**src/rtl/tmr16_pkg.sv**
```systemverilog
package tmr16_pkg;

    localparam int DIV_CODE_W = 2;
    localparam int PS_CNT_W   = (1 << DIV_CODE_W) - 1;
    localparam int CNT_W      = 16;
    localparam int BYTE_W     = 8;

    typedef enum logic [1:0] {
        A_CNT_LO = 2'd0,
        A_CNT_HI = 2'd1,
        A_CTRL   = 2'd2,
        A_INT    = 2'd3
    } reg_addr_e;

    typedef struct packed {
        logic                  buf16;
        logic                  rsv;
        logic [DIV_CODE_W-1:0] div_sel;
        logic                  osc_en;
        logic                  no_sync;
        logic                  ext_src;
        logic                  run;
    } ctrl_t;

    function automatic logic [PS_CNT_W-1:0] div_limit(input logic [DIV_CODE_W-1:0] code);
        return PS_CNT_W'((1 << code) - 1);
    endfunction

    function automatic logic [BYTE_W-1:0] ctrl_view(input ctrl_t c);
        return {c.buf16, 1'b0, c.div_sel, c.osc_en, c.no_sync, c.ext_src, c.run};
    endfunction

endpackage

```
**src/rtl/tmr16_srcsel.sv**
```systemverilog
module tmr16_srcsel
    import tmr16_pkg::*;
#(
    parameter int SYNC_STAGES = 2
) (
    input  logic clk,
    input  logic rst,
    input  logic ext_src,
    input  logic no_sync,
    input  logic tick_en,
    input  logic ext_pulse,
    output logic src_ev
);
    localparam int LAST = SYNC_STAGES - 1;

    logic [SYNC_STAGES-1:0] sync_q;
    logic                   prev_q;
    logic                   rise;

    generate
        for (genvar i = 0; i < SYNC_STAGES; i++) begin : g_stage
            always_ff @(posedge clk) begin
                if (rst) sync_q[i] <= 1'b0;
                else     sync_q[i] <= (i == 0) ? ext_pulse : sync_q[(i == 0) ? 0 : i - 1];
            end
        end
    endgenerate

    always_ff @(posedge clk) begin
        if (rst) prev_q <= 1'b0;
        else     prev_q <= sync_q[LAST];
    end

    assign rise = sync_q[LAST] & ~prev_q;

    always_comb begin
        if (!ext_src)     src_ev = tick_en;
        else if (no_sync) src_ev = ext_pulse;
        else              src_ev = rise;
    end

endmodule

```
**src/rtl/tmr16_prescaler.sv**
```systemverilog
module tmr16_prescaler
    import tmr16_pkg::*;
(
    input  logic                  clk,
    input  logic                  rst,
    input  logic                  clr,
    input  logic                  ev,
    input  logic [DIV_CODE_W-1:0] div_sel,
    output logic                  tc
);
    logic [PS_CNT_W-1:0] ps_q;

    assign tc = ev && (ps_q >= div_limit(div_sel));

    always_ff @(posedge clk) begin
        if (rst || clr) ps_q <= '0;
        else if (ev)    ps_q <= tc ? '0 : ps_q + 1'b1;
    end

endmodule

```
**src/rtl/tmr16_core.sv**
```systemverilog
module tmr16_core
    import tmr16_pkg::*;
#(
    parameter int SYNC_STAGES = 2
) (
    input  logic       clk,
    input  logic       rst,
    input  logic [1:0] bus_addr,
    input  logic       bus_wr,
    input  logic       bus_rd,
    input  logic [7:0] bus_wdata,
    output logic [7:0] bus_rdata,
    input  logic       tick_en,
    input  logic       ext_pulse,
    input  logic       evt_trig,
    output logic       irq
);
    localparam logic [CNT_W-1:0] CNT_MAX = '1;

    ctrl_t              ctrl_q;
    logic [CNT_W-1:0]   cnt_q;
    logic [BYTE_W-1:0]  shadow_q;
    logic               flag_q;
    logic               ie_q;

    logic wr_lo, wr_hi, wr_ctl, wr_int, rd_lo;
    logic src_ev, tc, trig_ok, trig_hit, cnt_load, ovf;

    assign wr_lo  = bus_wr && (bus_addr == A_CNT_LO);
    assign wr_hi  = bus_wr && (bus_addr == A_CNT_HI);
    assign wr_ctl = bus_wr && (bus_addr == A_CTRL);
    assign wr_int = bus_wr && (bus_addr == A_INT);
    assign rd_lo  = bus_rd && (bus_addr == A_CNT_LO);

    tmr16_srcsel #(.SYNC_STAGES(SYNC_STAGES)) u_src (
        .clk       (clk),
        .rst       (rst),
        .ext_src   (ctrl_q.ext_src),
        .no_sync   (ctrl_q.no_sync),
        .tick_en   (tick_en),
        .ext_pulse (ext_pulse),
        .src_ev    (src_ev)
    );

    tmr16_prescaler u_ps (
        .clk     (clk),
        .rst     (rst),
        .clr     (wr_lo),
        .ev      (src_ev && ctrl_q.run),
        .div_sel (ctrl_q.div_sel),
        .tc      (tc)
    );

    assign trig_ok  = !(ctrl_q.ext_src && ctrl_q.no_sync);
    assign trig_hit = evt_trig && trig_ok && !wr_lo && !wr_hi;
    assign cnt_load = wr_lo || (wr_hi && !ctrl_q.buf16);
    assign ovf      = tc && !cnt_load && !trig_hit && (cnt_q == CNT_MAX);

    always_ff @(posedge clk) begin
        if (rst) begin
            cnt_q <= '0;
        end else if (wr_lo) begin
            cnt_q <= {(ctrl_q.buf16 ? shadow_q : cnt_q[CNT_W-1:BYTE_W]), bus_wdata};
        end else if (wr_hi && !ctrl_q.buf16) begin
            cnt_q[CNT_W-1:BYTE_W] <= bus_wdata;
        end else if (trig_hit) begin
            cnt_q <= '0;
        end else if (tc) begin
            cnt_q <= cnt_q + 1'b1;
        end
    end

    always_ff @(posedge clk) begin
        if (rst)                          shadow_q <= '0;
        else if (wr_hi && ctrl_q.buf16)   shadow_q <= bus_wdata;
        else if (rd_lo && ctrl_q.buf16)   shadow_q <= cnt_q[CNT_W-1:BYTE_W];
    end

    always_ff @(posedge clk) begin
        if (rst)         ctrl_q <= '0;
        else if (wr_ctl) ctrl_q <= ctrl_t'(bus_wdata & 8'hBF);
    end

    always_ff @(posedge clk) begin
        if (rst) begin
            flag_q <= 1'b0;
            ie_q   <= 1'b0;
        end else begin
            if (wr_int) ie_q <= bus_wdata[1];
            if (ovf)                         flag_q <= 1'b1;
            else if (wr_int && !bus_wdata[0]) flag_q <= 1'b0;
        end
    end

    assign irq = flag_q && ie_q;

    always_comb begin
        unique case (reg_addr_e'(bus_addr))
            A_CNT_LO: bus_rdata = cnt_q[BYTE_W-1:0];
            A_CNT_HI: bus_rdata = ctrl_q.buf16 ? shadow_q : cnt_q[CNT_W-1:BYTE_W];
            A_CTRL:   bus_rdata = ctrl_view(ctrl_q);
            default:  bus_rdata = {6'b0, ie_q, flag_q};
        endcase
    end

endmodule

```
**config.mk**
```make
export PLATFORM = sky130hd
export DESIGN_NAME = tmr16_core
export DESIGN_NICKNAME = d
export VERILOG_FILES = /design/src/rtl/tmr16_pkg.sv /design/src/rtl/tmr16_srcsel.sv /design/src/rtl/tmr16_prescaler.sv /design/src/rtl/tmr16_core.sv
export SDC_FILE = /design/constraint.sdc
export NUM_CORES = 1
export LEC_CHECK = 0
export BUFFER_PORTS_ARGS = -buffer_cell sky130_fd_sc_hd__buf_2
export CAP_MARGIN = 20
export CORE_ASPECT_RATIO = 1.1
export CORE_MARGIN = 5
export CORE_UTILIZATION = 45
export DETAILED_ROUTE_END_ITERATION = 8
export MAX_ROUTING_LAYER = met4
export PLACE_DENSITY = 0.63
export SETUP_SLACK_MARGIN = 0.3
export SLEW_MARGIN = 20
export SYNTH_ARGS = -nofsm -noshare
export SYNTH_HDL_FRONTEND = slang
export SYNTH_SLANG_ARGS = --single-unit
```
**constraint.sdc**
```tcl
create_clock -name clk -period 2.2 [get_ports clk]
set_input_delay 0.22 -clock clk [delete_from_list [all_inputs] [get_ports clk]]
set_output_delay 0.22 -clock clk [all_outputs]
set_load 0.02 [all_outputs]
```
==> results of run 1 <==
layout make-up:
type / count / area [um2] / area share, %
multi-input combinational: 243 / 1680 / 56.6
timing repair buffer: 47 / 304 / 10.3
inverter: 6 / 22.5 / 0.761
sequential: 39 / 790 / 26.7
tap: 75 / 93.8 / 3.17
clock buffer: 6 / 72.6 / 2.45
registers in the layout, indices dropped and copies added, names as in the netlist:
name          flops
shadow_q          8
u_src.sync_q      2
flag_q            1
u_src.prev_q      1
u_ps.ps_q         3
ie_q              1
ctrl_q            7
cnt_q            16
layout by cell type, fill, tap and decap left out, types with 6 or more instances in the layout:
master    count
inv_1         6
buf_2        24
o21ai_0      22
a211oi_1     12
mux2i_1      10
a21oi_1      31
nor3_1        6
dfxtp_1      34
nand3_1      18
nor2b_1       9
nand2_1      33
nor2_1       17
buf_4        20
logic make-up after synthesis:
logic type | Yosys count | synth area share [%]
mux | 15 | 7.27
flops | 39 | 32.0
xor+xnor | 3 | 1.08
simple gates | 113 | 24.1
fa+ha+maj | 5 | 2.56
compound gates | 107 | 29.3
buf+inv | 23 | 3.69
worst max-delay path by stage:
stage,end,slack (ns),start
after floorplan,cnt_q[13],0.34,ctrl_q[4]
after global placement,cnt_q[13],0.26,ctrl_q[4]
after detailed placement,cnt_q[15],0.23,ctrl_q[4]
after CTS,cnt_q[13],0.23,ctrl_q[5]
after global routing,cnt_q[6],0.23,ctrl_q[4]
final,bus_rdata[1],0.31,ctrl_q[7]
synth_stat cells (all sizes together), types with 2 or more instances:
master / number / area share [%]
dfxtp: 39 / 32
nand2: 35 / 5.4
a21oi: 34 / 7.0
o21ai: 26 / 5.5
nor2: 19 / 2.9
nand3: 18 / 3.7
a211oi: 13 / 4.2
clkbuf: 12 / 1.8
mux2i: 11 / 4.5
nor2b: 10 / 2.6
inv: 6 / 0.92
nor3: 6 / 1.2
buf: 5 / 0.92
ha: 5 / 2.6
o31ai: 5 / 2.1
a22oi: 4 / 1.2
nor4: 4 / 1.0
a221oi: 3 / 1.1
a31oi: 3 / 1.0
a32o: 3 / 1.2
and2: 3 / 0.77
and3: 3 / 0.77
nand4: 3 / 0.77
a21boi: 2 / 0.77
a21o: 2 / 0.61
a22o: 2 / 0.72
a31o: 2 / 1.1
and4: 2 / 0.72
mux2: 2 / 0.92
mux4: 2 / 1.8
nand2b: 2 / 0.51
or3b: 2 / 0.82
xor2: 2 / 0.72
worst max-delay path, stage by stage (launching register included):
cell and delay [ns]:
dfxtp_4 0.42, mux2_4 0.34, mux4_2 0.47, buf_6 0.15
through the flow:
step	power (mW)	area [um2]	hold WS, ns
after detailed placement	1.03	2740	0.427
final	1.50	2960	0.165
after global placement	1.03	2740	0.416
after global routing	1.56	2960	0.191
after CTS	1.49	2870	0.166
after floorplan	0.932	2460	0.348
power breakdown:
part,switching (mW),internal [mW],total (mW)
Sequential,0.0286,0.725,0.754
Combinational,0.172,0.118,0.291
Clock,0.247,0.212,0.459
Total,0.448,1.06,1.50
timing repair:
item | in CTS | in global routing
resized for setup | 10 | 19
buffers inserted | 4 | 1
pin swaps | 6 | 7
cloned | 0 | 0
endpoints found under the setup margin | 13 | 19
routing by layer:
layer  up-vias  global-route usage, %  routed length (um)
met5         -                      -                   0
met4         0                   5.53                  53
met3         8                   4.87                 563
met2       119                   35.2                3530
met1      1187                   30.1                3410
li1       1212                      -                   -
==> results.md, run 1 <==
- Clk_lat worst skew: 0.30 ns
- Period utilisation layout: 85.9%
- Clk pin slew, worst setup/hold paths: ~0.070 ns
- Worst vdd ir: roughly 0.28 mV
- Synth Flop Type: dfxtp_1
- Min cycle time layout: 1.89 ns
- HP Class: in -> reg
- Antenna Violating Nets Remaining: 0
- Post-Route WL: between 7 and 8 mm
- Initial Util: ~46%
- CP endpoint kind: output pin
- DPL Wire Length: 5.40 mm
- Final Setup Violations: 0
- I/O pin count: 26
- Layout cell share with drive strength beyond 1: 26.4%
- GP Congestion: around 0.95
- WHS Endpoint: u_src.sync_q[0]
- Area delta synth->final: 21.1%
- Mapped Cells: 305
- Inserted Clock Buffers: 5
- Worst R2R End: cnt_q[13]
- Critical path arrival: 1.67 ns
- Root Buffer Master: clkbuf_8
- Worst r2r src: ctrl_q[5]
- H-tree Lvls: 2
- Vias: 2526
- Max_cap viols: 0
- Final non-filler cell total: 416
- Max FO, Critical Path: 7
- CP Class: reg -> out
- Final Util: roughly 56%
- Number of synthesized flops with an enable pin: 0
- Die area: 7000 um2
- Post-DR vias/cell: approximately 6
- Worst-Margin Slew: 0.471 ns
- Max_slew headroom: 68.5%
- # diodes: 0
- Wire per inst: around 18 um
- Min-Delay Startpoint: ext_pulse
- Async S/R FF share, synth: 0%
- Initial DRC Count: 194
- Cells after DPL: 405
- Final Skew: 0.00711 ns
- Vias in the first global route: 2284
- Fillcell total: 513
- Hold Path Depth: 2
- DR DRC count: 0
- Post-route setup TNS: 0 ns
- Core ar.: approximately 5300 um2
- Global route overflow: 0
- Initial antenna violation count: 0
- CTS Buffer Depth: 2
- Die Span Y: 87.3 um
- Hold Violations, Final: 0
- TritonCTS Sinks: 39
- Die width: 80.2 um
- Slew Limit Fails: 0
- Seq/Total Area, Yosys: 32.0%
- R2r worst-path depth: 7
- Yosys reg bits: 39
- YS warnings: 0
- Critical Path Start Type: flip-flop
- Final WS setup: 0.311 ns
- CTS tree: yes
- DR pass1 iterations: 5
- Cts hold-fix bufs: 0
- Power Density: 508 nW/um2
- Nets: approximately 360
- RSZ-0062 raised after global routing: yes
- Fmax: 529 MHz
- Critical Path RT: 1.98 ns
- GRT Resource Usage Total: 22.6%
- Status: finished clean
- Largest net degree at the start of global routing: 22
- Core Rows: 28
- First-pass GRT wire length: about 12 mm
- Syn nets: 327
- Yosys cell types: 57
- Leak Pwr: 1.05 nW
- Port-buffer cells: 25
- Register-to-register setup slack: 0.31 ns
- Avg Cell Area, Syn: 8.01 um2
- Mapped cell area: 2440 um2
- DP Worst Slack: roughly 0.23 ns
Note: power is estimated with default switching activity, not from simulation.
==> inputs of run 2 (changes only) <==
Settings changed: CORE_MARGIN 5 to 2.
==> results.md, run 2 (synthesized netlist as in run 1, its figures left out) <==
- First-pass GRT wire length: 11.9 mm (about the same)
- Period utilisation layout: 87.8% (was 85.9%)
- DR DRC count: 0 (unchanged)
- Cell area after layout: 2930 um2 (was 2960 um2)
- Core Rows: 28 (unchanged)
- Area delta synth->final: 20.0% (was 21.1%)
- CTS tree: yes (unchanged)
- Die area: 6030 um2 (was 7000 um2)
- Nets: 362 (was 364)
- CP endpoint kind: flip-flop (was output pin)
- Cts hold-fix bufs: 0 (unchanged)
- Sw power: 0.435 mW (was 0.448 mW)
- Biggest regs: cnt_q (16), shadow_q (8), ctrl_q (7) (unchanged)
- Status: finished clean (unchanged)
- DR pass1 iterations: 4 (was 5)
- Crit-path max cell delay: 0.47 ns (about the same)
- I/O pin count: 26 (unchanged)
- Inserted Clock Buffers: 5 (unchanged)
- Fillcell total: 522 (was 513)
- Critical Path Start Type: flip-flop (unchanged)
- Comb pwr share: 19.5% (was 19.3%)
- Final Setup Violations: 0 (unchanged)
- Max FO, Critical Path: 6 (was 7)
- Switching Fraction: 29.1% (was 29.8%)
- Hold WS: 0.178 ns (was 0.165 ns)
- Final non-filler cell total: 414 (was 416)
- Top reg by flops: cnt_q (unchanged)
- Die width: 74.2 um (was 80.2 um)
- Leak Pwr: 1.04 nW (was 1.05 nW)
- Vias: 2492 (was 2526)
- Worst-Margin Slew: 0.570 ns (was 0.471 ns)
- Buf/Inv on CP: 0 (was 1)
- Largest net degree at the start of global routing: 22 (unchanged)
- Initial Util: 45.9% (unchanged)
- Hold Violations, Final: 0 (unchanged)
- H-tree Lvls: 2 (unchanged)
- Global route overflow: 0 (unchanged)
- # diodes: 0 (unchanged)
- Core ar.: 5330 um2 (unchanged)
- Root Buffer Master: clkbuf_8 (unchanged)
- Post-route setup TNS: 0 ns (unchanged)
- Die Span Y: 81.3 um (was 87.3 um)
- Min cycle time layout: 1.93 ns (was 1.89 ns)
- Commonest non-fill, non-tap cell in the layout: nand2_1 (was dfxtp_1)
- Final Util: 55.0% (was 55.5%)
- Slew Limit Fails: 0 (unchanged)
- CP max stage cell: or4b_1 (was mux4_2)
- Clk_lat worst skew: 0.29 ns (was 0.30 ns)
- DPL Wire Length: 5.46 mm (was 5.40 mm)
- Antenna Violating Nets Remaining: 0 (unchanged)
- Initial antenna violation count: 0 (unchanged)
- Final Skew: 0.00665 ns (was 0.00711 ns)
- Vias in the first global route: 2405 (was 2284)
- Cells after DPL: 404 (was 405)
- Max_cap viols: 0 (unchanged)
- Clk pin slew, worst setup/hold paths: 0.07 ns (about the same)
- GRT Resource Usage Total: 26.6% (was 22.6%)
- Critical path arrival: 2.09 ns (was 1.67 ns)
- Max reg flops: 16 (unchanged)
- GP Congestion: 0.941 (was 0.953)
- Post-DR vias/cell: 6.02 (was 6.07)
- Port-buffer cells: 25 (unchanged)
- Pint: 1.06 mW (about the same)
- TritonCTS Sinks: 39 (unchanged)
- Clock Power Share: 29.9% (was 30.5%)
- Critical Path RT: 2.35 ns (was 1.98 ns)
- Most frequent cells in the layout: nand2_1 (35), dfxtp_1 (33), a21oi_1 (32), buf_2 (23) (was dfxtp_1 (34), nand2_1 (33), a21oi_1 (31), buf_2 (24), o21ai_0 (22))
- Wire per inst: 17.8 um (was 18.2 um)
- Worst vdd ir: 0.242 mV (was 0.278 mV)
- Max_slew headroom: 61.9% (was 68.5%)
- CP Class: reg -> reg (was reg -> out)
- Layout cell share with drive strength beyond 1: 24.8% (was 26.4%)
- Initial DRC Count: 224 (was 194)
- CTS Buffer Depth: 2 (unchanged)
- Fmax: 518 MHz (was 529 MHz)
- Post-Route WL: 7.37 mm (was 7.56 mm)
- RSZ-0062 raised after global routing: yes (unchanged)
- Sequential share of power: 50.6% (was 50.1%)
- Power Density: 509 nW/um2 (was 508 nW/um2)
- HP Class: in -> reg (unchanged)
- Critical-path cell list: or2_4 > ha_4 > nor2b_2 > o21a_4 > or4b_1 > a21oi_1 > nor4_1 (was mux2_4 > mux4_2 > buf_6)
- Placed cell area: 2730 um2 (was 2740 um2)
- Delay-heaviest family, CP: simple AND/OR/NAND/NOR gates (was multiplexers)
-- run 2: changes by cell type in the layout (fill, tap and decap cells not counted), sizes merged --
cell	previous run	this run
buf	47	45
-- run 2: stage by stage --
stage / setup slack, ns / total power [mW]
after floorplan: 0.343 / 0.932
after global placement: 0.273 / 1.03
after detailed placement: 0.257 / 1.03
after CTS: 0.254 / 1.49
after global routing: 0.218 / 1.57
final: 0.269 / 1.49
-- run 2: worst paths after layout --
path,startpoint,end,slack (ns),cells after the start
max,ctrl_q[4],cnt_q[13],0.27,7
min,ext_pulse,u_src.sync_q[0],0.18,2
min reg2reg,u_src.sync_q[0],u_src.sync_q[1],0.45,1
max reg2reg,ctrl_q[4],cnt_q[13],0.27,7
-- run 2: final cells by class --
type	count	area [um2]	share of cell area, %
flip-flops and latches	39	791	27.0
inverters	6	22.5	0.769
multi-input cells	243	1660	56.6
well taps	75	93.8	3.20
repair buffers	45	292	9.95
clock buffers	6	72.6	2.48
-- run 2: power groups by stage --
stage               Combinational [mW]  Sequential [mW]  Clock [mW]
global placement                 0.260            0.769           0
CTS                              0.275            0.753       0.465
finish                           0.291            0.755       0.446
detailed placement               0.261            0.770           0
floorplan                        0.174            0.758           0
global route                     0.317            0.757       0.491
-- run 2: per-layer routing --
layer	global-route usage (%)	wire length, um
met1	35.3	3310
met2	41.3	3470
met3	4.84	504
met4	7.68	92
met5	-	0
-- run 2: repair_timing --
| item | CTS | global route |
|---|---|---|
| gates resized for setup | 14 | 16 |
| endpoints found under the hold margin | 0 | 0 |
| endpoints found under the setup margin | 9 | 20 |
| pin swaps | 3 | 4 |
| buffers inserted | 2 | 2 |
